File: config.mk
export PLATFORM = sky130hd
export DESIGN_NAME = sdram_seq_ctrl
export DESIGN_NICKNAME = d
export VERILOG_FILES = /design/src/rtl/sdram_seq_pkg.sv /design/src/rtl/sdr_ref_timer.sv /design/src/rtl/sdr_rd_pipe.sv /design/src/rtl/sdram_seq_ctrl.sv
export SDC_FILE = /design/constraint.sdc
export NUM_CORES = 1
export LEC_CHECK = 0
export BUFFER_PORTS_ARGS = -buffer_cell sky130_fd_sc_hd__buf_2
export CAP_MARGIN = 10
export CORE_MARGIN = 2
export CORE_UTILIZATION = 59
export CTS_BUF_LIST = sky130_fd_sc_hd__clkbuf_4
export DETAILED_ROUTE_END_ITERATION = 8
export GPL_ROUTABILITY_DRIVEN = 0
export MAX_ROUTING_LAYER = met4
export PLACE_DENSITY = 0.95
export SYNTH_ARGS = -nofsm -noshare
export SYNTH_HDL_FRONTEND = slang
export SYNTH_HIERARCHICAL = 1
export SYNTH_SLANG_ARGS = --single-unit
File: constraint.sdc
create_clock -name clk_i -period 5.19 [get_ports clk_i]
set_input_delay 1.2975 -clock clk_i [delete_from_list [all_inputs] [get_ports clk_i]]
set_output_delay 1.2975 -clock clk_i [all_outputs]
set_load 0.005 [all_outputs]
File: src/rtl/sdram_seq_pkg.sv
package sdram_seq_pkg;
  typedef enum logic [3:0] {
    CMD_MRS = 4'b0000,
    CMD_REF = 4'b0001,
    CMD_PRE = 4'b0010,
    CMD_ACT = 4'b0011,
    CMD_WR  = 4'b0100,
    CMD_RD  = 4'b0101,
    CMD_NOP = 4'b0111
  } sdr_cmd_e;

  typedef enum logic [2:0] {
    ST_SETTLE, ST_IREF, ST_MRS, ST_IDLE, ST_COL
  } seq_state_e;

  function automatic int imax(input int x, input int y);
    return (x > y) ? x : y;
  endfunction
endpackage

File: src/rtl/sdr_ref_timer.sv
module sdr_ref_timer #(
  parameter int T_REFI = 780
) (
  input  logic clk_i,
  input  logic rst_ni,
  output logic tick_o
);
  localparam int W = $clog2(T_REFI);
  logic [W-1:0] cnt_q;

  always_ff @(posedge clk_i or negedge rst_ni) begin
    if (!rst_ni) begin
      cnt_q  <= W'(T_REFI - 1);
      tick_o <= 1'b0;
    end else if (cnt_q == '0) begin
      cnt_q  <= W'(T_REFI - 1);
      tick_o <= 1'b1;
    end else begin
      cnt_q  <= cnt_q - 1'b1;
      tick_o <= 1'b0;
    end
  end
endmodule

File: src/rtl/sdr_rd_pipe.sv
module sdr_rd_pipe #(
  parameter int CAS_LAT = 3,
  parameter int DW      = 16
) (
  input  logic          clk_i,
  input  logic          rst_ni,
  input  logic          issue_i,
  input  logic [DW-1:0] dq_i,
  output logic          rvalid_o,
  output logic [DW-1:0] rdata_o
);
  // bit k set: read command left the controller k+1 edges ago
  logic [CAS_LAT:0] sr_q;

  always_ff @(posedge clk_i or negedge rst_ni) begin
    if (!rst_ni) begin
      sr_q     <= '0;
      rvalid_o <= 1'b0;
      rdata_o  <= '0;
    end else begin
      sr_q     <= {sr_q[CAS_LAT-1:0], issue_i};
      rvalid_o <= sr_q[CAS_LAT];
      if (sr_q[CAS_LAT]) rdata_o <= dq_i;
    end
  end
endmodule

File: src/rtl/sdram_seq_ctrl.sv
module sdram_seq_ctrl
  import sdram_seq_pkg::*;
#(
  parameter int T_INIT    = 20,
  parameter int T_RP      = 2,
  parameter int T_RCD     = 2,
  parameter int T_RAS     = 5,
  parameter int T_RC      = 7,
  parameter int T_REFI    = 780,
  parameter int CAS_LAT   = 3,
  parameter int INIT_REFS = 2,
  parameter int DW        = 16,
  parameter int ROW_W     = 13,
  parameter int COL_W     = 10,
  parameter int BANK_W    = 2,
  localparam int BEW      = DW / 8,
  localparam int AW       = BANK_W + ROW_W + COL_W
) (
  input  logic              clk_i,
  input  logic              rst_ni,
  input  logic              req_i,
  input  logic              we_i,
  input  logic [AW-1:0]     addr_i,
  input  logic [DW-1:0]     wdata_i,
  input  logic [BEW-1:0]    be_i,
  output logic              ready_o,
  output logic              rvalid_o,
  output logic [DW-1:0]     rdata_o,
  output logic              cke_o,
  output logic              cs_n_o,
  output logic              ras_n_o,
  output logic              cas_n_o,
  output logic              we_n_o,
  output logic [BANK_W-1:0] ba_o,
  output logic [ROW_W-1:0]  a_o,
  output logic [BEW-1:0]    dqm_o,
  output logic [DW-1:0]     dq_o,
  output logic              dq_oe_o,
  input  logic [DW-1:0]     dq_i
);
  localparam int T_WR   = 2;
  localparam int T_MRD  = 2;
  localparam int K_RC   = T_RC - T_RCD;
  localparam int K_AS   = T_RAS - T_RCD + T_RP;
  localparam int K_WR   = imax(imax(T_WR + T_RP, K_RC), K_AS);
  localparam int K_RD   = imax(imax(T_RP + 1, K_RC), imax(K_AS, CAS_LAT + 1));
  localparam int MAXD   = imax(imax(T_INIT, T_RC), imax(K_WR, K_RD));
  localparam int CNT_W  = $clog2(MAXD + 1);
  localparam int REFS_W = $clog2(INIT_REFS + 1);
  localparam logic [ROW_W-1:0] MODE_WORD = ROW_W'(CAS_LAT << 4);

  seq_state_e         state_q;
  logic [CNT_W-1:0]   cnt_q;
  logic [REFS_W-1:0]  refs_q;
  sdr_cmd_e           cmd_q;
  logic [BANK_W-1:0]  ba_q;
  logic [ROW_W-1:0]   a_q;
  logic [BEW-1:0]     dqm_q;
  logic [DW-1:0]      dq_q;
  logic               oe_q, cke_q, ref_pend_q;
  logic               acc_we_q;
  logic [AW-1:0]      acc_addr_q;
  logic [DW-1:0]      acc_data_q;
  logic [BEW-1:0]     acc_be_q;
  logic               ref_tick, col_go, rd_issue;

  sdr_ref_timer #(.T_REFI(T_REFI)) i_ref_timer (
    .clk_i, .rst_ni, .tick_o(ref_tick)
  );

  assign col_go   = (state_q == ST_COL) && (cnt_q == '0);
  assign rd_issue = col_go && !acc_we_q;
  assign ready_o  = (state_q == ST_IDLE) && (cnt_q == '0) && !ref_pend_q;

  always_ff @(posedge clk_i or negedge rst_ni) begin
    if (!rst_ni) begin
      state_q    <= ST_SETTLE;
      cnt_q      <= CNT_W'(T_INIT - 1);
      refs_q     <= REFS_W'(INIT_REFS);
      cmd_q      <= CMD_NOP;
      ba_q       <= '0;
      a_q        <= '0;
      dqm_q      <= '1;
      dq_q       <= '0;
      oe_q       <= 1'b0;
      cke_q      <= 1'b0;
      ref_pend_q <= 1'b0;
      acc_we_q   <= 1'b0;
      acc_addr_q <= '0;
      acc_data_q <= '0;
      acc_be_q   <= '0;
    end else begin
      cke_q <= 1'b1;
      cmd_q <= CMD_NOP;
      oe_q  <= 1'b0;
      dqm_q <= '0;
      if (ref_tick) ref_pend_q <= 1'b1;
      if (cnt_q != '0) begin
        cnt_q <= cnt_q - 1'b1;
      end else begin
        unique case (state_q)
          ST_SETTLE: begin
            cmd_q   <= CMD_PRE;
            a_q     <= '0;
            a_q[10] <= 1'b1;
            cnt_q   <= CNT_W'(T_RP - 1);
            state_q <= ST_IREF;
          end
          ST_IREF: begin
            cmd_q  <= CMD_REF;
            cnt_q  <= CNT_W'(T_RC - 1);
            refs_q <= refs_q - 1'b1;
            if (refs_q == REFS_W'(1)) state_q <= ST_MRS;
          end
          ST_MRS: begin
            cmd_q   <= CMD_MRS;
            a_q     <= MODE_WORD;
            ba_q    <= '0;
            cnt_q   <= CNT_W'(T_MRD - 1);
            state_q <= ST_IDLE;
          end
          ST_IDLE: begin
            if (ref_pend_q) begin
              cmd_q      <= CMD_REF;
              cnt_q      <= CNT_W'(T_RC - 1);
              ref_pend_q <= ref_tick;
            end else if (req_i) begin
              cmd_q      <= CMD_ACT;
              ba_q       <= addr_i[AW-1 -: BANK_W];
              a_q        <= addr_i[COL_W +: ROW_W];
              acc_we_q   <= we_i;
              acc_addr_q <= addr_i;
              acc_data_q <= wdata_i;
              acc_be_q   <= be_i;
              cnt_q      <= CNT_W'(T_RCD - 1);
              state_q    <= ST_COL;
            end
          end
          ST_COL: begin
            a_q                <= '0;
            a_q[COL_W-1:0]     <= acc_addr_q[COL_W-1:0];
            a_q[10]            <= 1'b1;
            ba_q               <= acc_addr_q[AW-1 -: BANK_W];
            state_q            <= ST_IDLE;
            if (acc_we_q) begin
              cmd_q <= CMD_WR;
              dq_q  <= acc_data_q;
              oe_q  <= 1'b1;
              dqm_q <= ~acc_be_q;
              cnt_q <= CNT_W'(K_WR - 1);
            end else begin
              cmd_q <= CMD_RD;
              cnt_q <= CNT_W'(K_RD - 1);
            end
          end
          default: state_q <= ST_SETTLE;
        endcase
      end
    end
  end

  sdr_rd_pipe #(.CAS_LAT(CAS_LAT), .DW(DW)) i_rd_pipe (
    .clk_i, .rst_ni, .issue_i(rd_issue), .dq_i,
    .rvalid_o, .rdata_o
  );

  assign {cs_n_o, ras_n_o, cas_n_o, we_n_o} = cmd_q;
  assign cke_o   = cke_q;
  assign ba_o    = ba_q;
  assign a_o     = a_q;
  assign dqm_o   = dqm_q;
  assign dq_o    = dq_q;
  assign dq_oe_o = oe_q;
endmodule

==> results of run 1 <==
flip-flops by register name, indices dropped and copies added, names as in the netlist, 2 cells and up:
register           count
dqm_o                  2
i_rd_pipe/sr_q         4
i_ref_timer/cnt_q     10
acc_data_q            16
ba_o                   2
acc_addr_q            12
i_rd_pipe/rdata_o     16
acc_be_q               2
cnt_q                  5
cmd_q                  3
refs_q                 2
a_o                   13
state_q                3
dq_o                  16
stage by stage:
| stage | util | instance area [sq um] | total power, uW | hold WS (ps) | worst slack [ps] |
|---|---|---|---|---|---|
| finish | 0.7047 | 5389 | 2229 | 375.9 | 1477 |
| global route | 0.7047 | 5389 | 2388 | 387.4 | 1235 |
| CTS | 0.7047 | 5389 | 2244 | 379.4 | 1437 |
| detailed placement | 0.6878 | 5260 | 1851 | 341.8 | 1973 |
| global placement | 0.6878 | 5260 | 1805 | 335.2 | 2049 |
| floorplan | - | 4621 | 1633 | 331.2 | 2646 |
final timing paths:
check	slack (ps)	startpoint	endpoint
worst max-delay path	1480	cnt_q[0]	ready_o
max in group asynchronous	3200	rst_ni	i_ref_timer/cnt_q[0]
min in group asynchronous	980	rst_ni	acc_data_q[5]
worst min register to register	380	i_rd_pipe/sr_q[1]	i_rd_pipe/sr_q[2]
worst min-delay path	380	i_rd_pipe/sr_q[1]	i_rd_pipe/sr_q[2]
worst max register to register	2210	cnt_q[0]	acc_data_q[8]
logic make-up after synthesis:
| kind of cell | synth area share |
|---|---|
| compound gates | 0.08909 |
| simple gates | 0.08070 |
| mux | 0.1649 |
| fa+ha+maj | 0.008124 |
| xor+xnor | 0.01137 |
| flops | 0.6103 |
| other cells | 0.001625 |
| buf+inv | 0.03385 |
synth_stat cells (5+ instances only):
cell	n
mux2_4	11
nand3_1	5
a21oi_1	29
dfstp_2	14
mux2_2	52
or3_1	8
nor2b_1	6
nand2b_1	5
nor2_1	19
nand2_1	7
a22oi_1	11
buf_2	7
o21ai_0	9
xnor2_1	5
dfrtp_1	98
inv_1	13
clkbuf_1	8
critical path, stage by stage, from the launching register on:
cell and delay (ps):
dfstp_2 410, inv_1 60, ha_1 220, nor4b_4 700, nand2_1 290, nor2_1 160, buf_2 130
routing by layer:
layer | wire [um] | vias to the layer above
met5 | 0 | -
met4 | 166 | 0
met3 | 610 | 16
met2 | 4622 | 107
met1 | 3707 | 1549
li1 | - | 1466
power groups by stage:
stage | sequential [uW] | combinational (uW) | clock (uW)
floorplan | 1180 | 455 | 0
global placement | 1210 | 594 | 0
detailed placement | 1230 | 624 | 0
CTS | 1210 | 628 | 409
global route | 1240 | 702 | 445
finish | 1210 | 625 | 393
area by class of cell:
cell class,count,area (sq um),share of cell area
clock buffer,10,75.07,0.01393
multi-input combinational,206,1652,0.3065
tap,102,127.6,0.02368
timing repair buffer,120,608.1,0.1128
inverter,14,52.55,0.009752
sequential,112,2820,0.5233
clock inverter,6,53.80,0.009984
==> impl_metrics.tcl, run 1 <==
set metrics [dict create \
    cts_hold_buf 0 \
    ctsLongestPathBuffers 2 \
    finalCriticalPeriod_ps 3713 \
    synth_seq_cells 112 \
    fin_cells 570 \
    mostFrequentLayoutCell "buf_2" \
    avgSynthCellArea_sq_um 13.20 \
    io_buffers 118 \
    power.switching_uw 747.7 \
    cts_sinks 112 \
    num_io_pins 120 \
    final_nets 529 \
    critPathArrivalTime_ps 2420 \
    grt_pass1_wl_mm 15.35 \
    cts_root_buffer "clkbuf_4" \
    synthArstFlopShare 1.000 \
    clkPwrFrac 0.177 \
    cp-start-kind "register" \
    dieHeight_um 92.50 \
    slew_headroom 0.3667 \
    ant_nets 0 \
    dpl.hpwl_mm 6.576 \
    yosys-top-cells-area "dfrtp_1, mux2_2, dfstp_2" \
    die_w_um 92.50 \
    grt_max_degree 80 \
    dp.cells 554 \
    antenna_found_initial 0 \
    cts_buffers 9 \
    max-vdd-ir-drop_uv 156.8 \
    outcome "finished, final reports clean" \
    worst_slew_pin_slew_ps 950.0 \
    syn-num-nets 416 \
    required_ps 3890 \
    drive_gt1_frac 0.4701 \
    reg2reg_depth 6 \
    area_delta_synth_final_pct 16.63 \
    fp-row-count 32 \
    cts_tree "yes" \
    post_cts_buffers 0 \
    worstSetupEndpointType "output pin" \
    htree_levels 3 \
    combPwrFrac 0.280 \
    hold_path_depth 0 \
    n_fill_cell 564 \
    avgViaCountPerCell 5.505 \
    synth_top_cell_area_share 0.5307 \
    finalSetupViolCount 0 \
    sw_frac_of_total 0.3355 \
    rsz0062_at_grt "no" \
    timing.fmax_ghz 0.2693 \
    wl_per_cell_um 15.98 \
    synth_cells 350 \
    synth_ff_type "dfrtp_1" \
    ys_seq_area_frac 0.6103 \
    p_leak_uw 0.002688 \
    maxSlewViolCount 0 \
    coreArea_sq_um 7647 \
    synth_top_cell_by_area "dfrtp_1" \
    drv_cap 0 \
    path_clk_slew_ps 160 \
    hold_class "reg2reg" \
    yosysWarnings 6 \
    clk_latency_ps 450 \
    use_met2 0.3747 \
    worstSetupPathType "reg2out" \
    mostFrequentLayoutCells "buf_2, dfrtp_1, mux2_2" \
    p_int_uw 1481 \
    grt-ovfl-total 0 \
    fin_crit_sh 0.7154 \
    grt_pass1_vias 3143 \
    power_frac_seq 0.543 \
    grt_most_used_layer "met2" \
    gr-usage-met3 0.06591 \
    vias 3138 \
    wirelength_mm 9.106 \
    skew_ps 21.70 \
    ctsResizeCount 0 \
    first_iter_violations 150 \
    power.density_nw_per_um2 413.6 \
    dieArea_sq_um 8555 \
    gr-usage-met1 0.2992 \
    synth.distinct_cells 47 \
    cp_max_fo 17 \
    grtUsageTotal 0.2355 \
    synth_edf_count 0 \
    syn_area_sq_um 4621 \
    hold_viol 0 \
    drc_errors 0 \
    start_util 0.6042 \
    tns_ps 0 \
    diodes 0 \
    drtPass1Iterations 4 \
]
Note: power is estimated with default switching activity, not from simulation.
==> run 2, diff against run 1 <==
--- a/config.mk
+++ b/config.mk
@@ -8,12 +8,12 @@
 export BUFFER_PORTS_ARGS = -buffer_cell sky130_fd_sc_hd__buf_2
 export CAP_MARGIN = 10
 export CORE_MARGIN = 2
-export CORE_UTILIZATION = 59
+export CORE_UTILIZATION = 55
 export CTS_BUF_LIST = sky130_fd_sc_hd__clkbuf_4
 export DETAILED_ROUTE_END_ITERATION = 8
 export GPL_ROUTABILITY_DRIVEN = 0
 export MAX_ROUTING_LAYER = met4
-export PLACE_DENSITY = 0.95
+export PLACE_DENSITY = 0.94
 export SYNTH_ARGS = -nofsm -noshare
 export SYNTH_HDL_FRONTEND = slang
 export SYNTH_HIERARCHICAL = 1
==> constraint.sdc (replaced) <==
create_clock -name clk_i -period 3.5 [get_ports clk_i]
set_input_delay 0.875 -clock clk_i [delete_from_list [all_inputs] [get_ports clk_i]]
set_output_delay 0.875 -clock clk_i [all_outputs]
set_load 0.005 [all_outputs]
==> run 2 against run 1 <==
Worst hold slack got worse by 6.9 ps; combinational power increased by 49%; global-route usage is 2.5 points lower; clock-buffer cell count fell by 1; flip-flop and latch count did not move; first-iteration DRC count fell by 31%; largest cell class unchanged; highest routed layer unchanged.
==> impl_metrics.tcl, run 2 (synthesized netlist as in run 1, its figures left out) <==
set metrics [dict create \
    dpl.hpwl_mm 6.253 \
    start_util 0.5652 \
    p_leak_uw 0.002708 \
    sw_frac_of_total 0.3347 \
    hold_viol 0 \
    ant_nets 0 \
    clk_latency_ps 440 \
    final_nets 532 \
    rsz0062_at_grt "no" \
    cts_root_buffer "clkbuf_4" \
    drive_gt1_frac 0.4735 \
    area_delta_synth_final_pct 17.30 \
    num_io_pins 120 \
    cp_max_fo 17 \
    dieHeight_um 95.66 \
    mostFrequentLayoutCells "buf_2, dfrtp_1, mux2_2" \
    grt-ovfl-total 0 \
    drv_cap 0 \
    first_iter_violations 104 \
    antenna_found_initial 1 \
    grt_pass1_vias 3120 \
    grt_max_degree 113 \
    finalCriticalPeriod_ps 3057 \
    avgViaCountPerCell 5.381 \
    vias 3105 \
    dieArea_sq_um 9151 \
    slew_headroom 0.4578 \
    critPathArrivalTime_ps 2180 \
    hold_class "reg2reg" \
    skew_ps 13.50 \
    wl_per_cell_um 15.36 \
    n_fill_cell 618 \
    coreArea_sq_um 8175 \
    reg2reg_depth 5 \
    drc_errors 0 \
    htree_levels 3 \
    tns_ps 0 \
    power.density_nw_per_um2 608.9 \
    maxSlewViolCount 0 \
    worstSetupPathType "reg2out" \
    outcome "finished, final reports clean" \
    path_clk_slew_ps 160 \
    ctsResizeCount 0 \
    mostFrequentLayoutCell "buf_2" \
    rrSetupSlack_ps 1030 \
    die_w_um 95.66 \
    worstHoldStart "i_rd_pipe/sr_q[1]" \
    clkPwrFrac 0.175 \
    grt_pass1_wl_mm 14.39 \
    worstSetupEndpointType "output pin" \
    post_cts_buffers 0 \
    power.total_uw 3300 \
    grtUsageTotal 0.2109 \
    holdPathEnd "i_rd_pipe/sr_q[2]" \
    p_int_uw 2196 \
    finalSetupViolCount 0 \
    combPwrFrac 0.283 \
    r2r-start "state_q[1]" \
    fp-row-count 33 \
    cts_hold_buf 0 \
    fin_crit_sh 0.8736 \
    required_ps 2620 \
    r2r_end "acc_addr_q[7]" \
    cp-start-kind "register" \
    io_buffers 118 \
    cts_tree "yes" \
    hold_path_depth 0 \
    wirelength_mm 8.862 \
    cts_sinks 112 \
    ctsLongestPathBuffers 2 \
    power_frac_seq 0.542 \
    worst_slew_pin_slew_ps 813.3 \
    max-vdd-ir-drop_uv 281.6 \
    drtPass1Iterations 4 \
    power.switching_uw 1105 \
    cts_buffers 9 \
    timing.fmax_ghz 0.3271 \
]
## run 2: changes by cell type in the layout (fill, tap and decap cells not counted)
cell	before	now
diode_2	0	1
clkinv_2	0	1
clkinv_8	1	0
nor2_4	1	0
clkbuf_4	10	9
inv_6	2	0
inv_8	0	2
nor2_2	0	1
clkinv_4	1	2
buf_12	0	1
buf_4	3	5
## run 2: worst max path at each step
| stage | from | end | slack [ps] | cells after the start |
|---|---|---|---|---|
| 2_1_floorplan | cnt_q[0] | ready_o | 1380 | 5 |
| 3_3_place_gp | state_q[1] | ready_o | 990 | 4 |
| 3_5_place_dp | state_q[1] | ready_o | 930 | 4 |
| 4_1_cts | state_q[0] | ready_o | 410 | 4 |
| 5_1_grt | state_q[0] | ready_o | 250 | 4 |
| 6_report | state_q[1] | ready_o | 440 | 4 |
## run 2: critical path: stages, from the launching register on
cell and delay [ps]:
dfrtp_1 680, and3b_1 560, nand2_1 210, nor2_1 160, buf_2 130
## run 2: final cells by class
class | instances | area, sq um | area share
sequential | 112 | 2820 | 0.5203
inverter | 14 | 52.55 | 0.009695
clock buffer | 9 | 67.56 | 0.01247
timing repair buffer | 123 | 643.1 | 0.1187
clock inverter | 7 | 56.30 | 0.01039
tap | 105 | 131.4 | 0.02424
antenna | 1 | 2.502 | 0.0004617
multi-input combinational | 206 | 1647 | 0.3038
## run 2: power groups by stage
stage	clock (uW)	sequential, uW	combinational, uW
after detailed placement	0	1820	932
after global routing	649	1830	1050
final	578	1790	934
after CTS	599	1790	940
after floorplan	0	1750	675
after global placement	0	1790	891
## run 2: per-stage QoR
stage / std cells / hold slack (ps) / utilization / area, sq um / worst slack, ps
after floorplan: 350 / 331.2 / - / 4621 / 1378
after global placement: 560 / 333.7 / 0.6475 / 5294 / 986.2
after detailed placement: 560 / 336.3 / 0.6475 / 5294 / 927.1
after CTS: 576 / 371.2 / 0.6627 / 5418 / 408.7
after global routing: 577 / 379.6 / 0.6630 / 5420 / 252.9
final: 577 / 369.0 / 0.6630 / 5420 / 442.5
## run 2: layer usage
layer / up-vias / share of wire / global-route usage
met5: - / 0 / -
met4: 0 / 0.015 / 0.07381
met3: 15 / 0.060 / 0.05534
met2: 96 / 0.51 / 0.3432
met1: 1526 / 0.41 / 0.2560
li1: 1468 / - / -
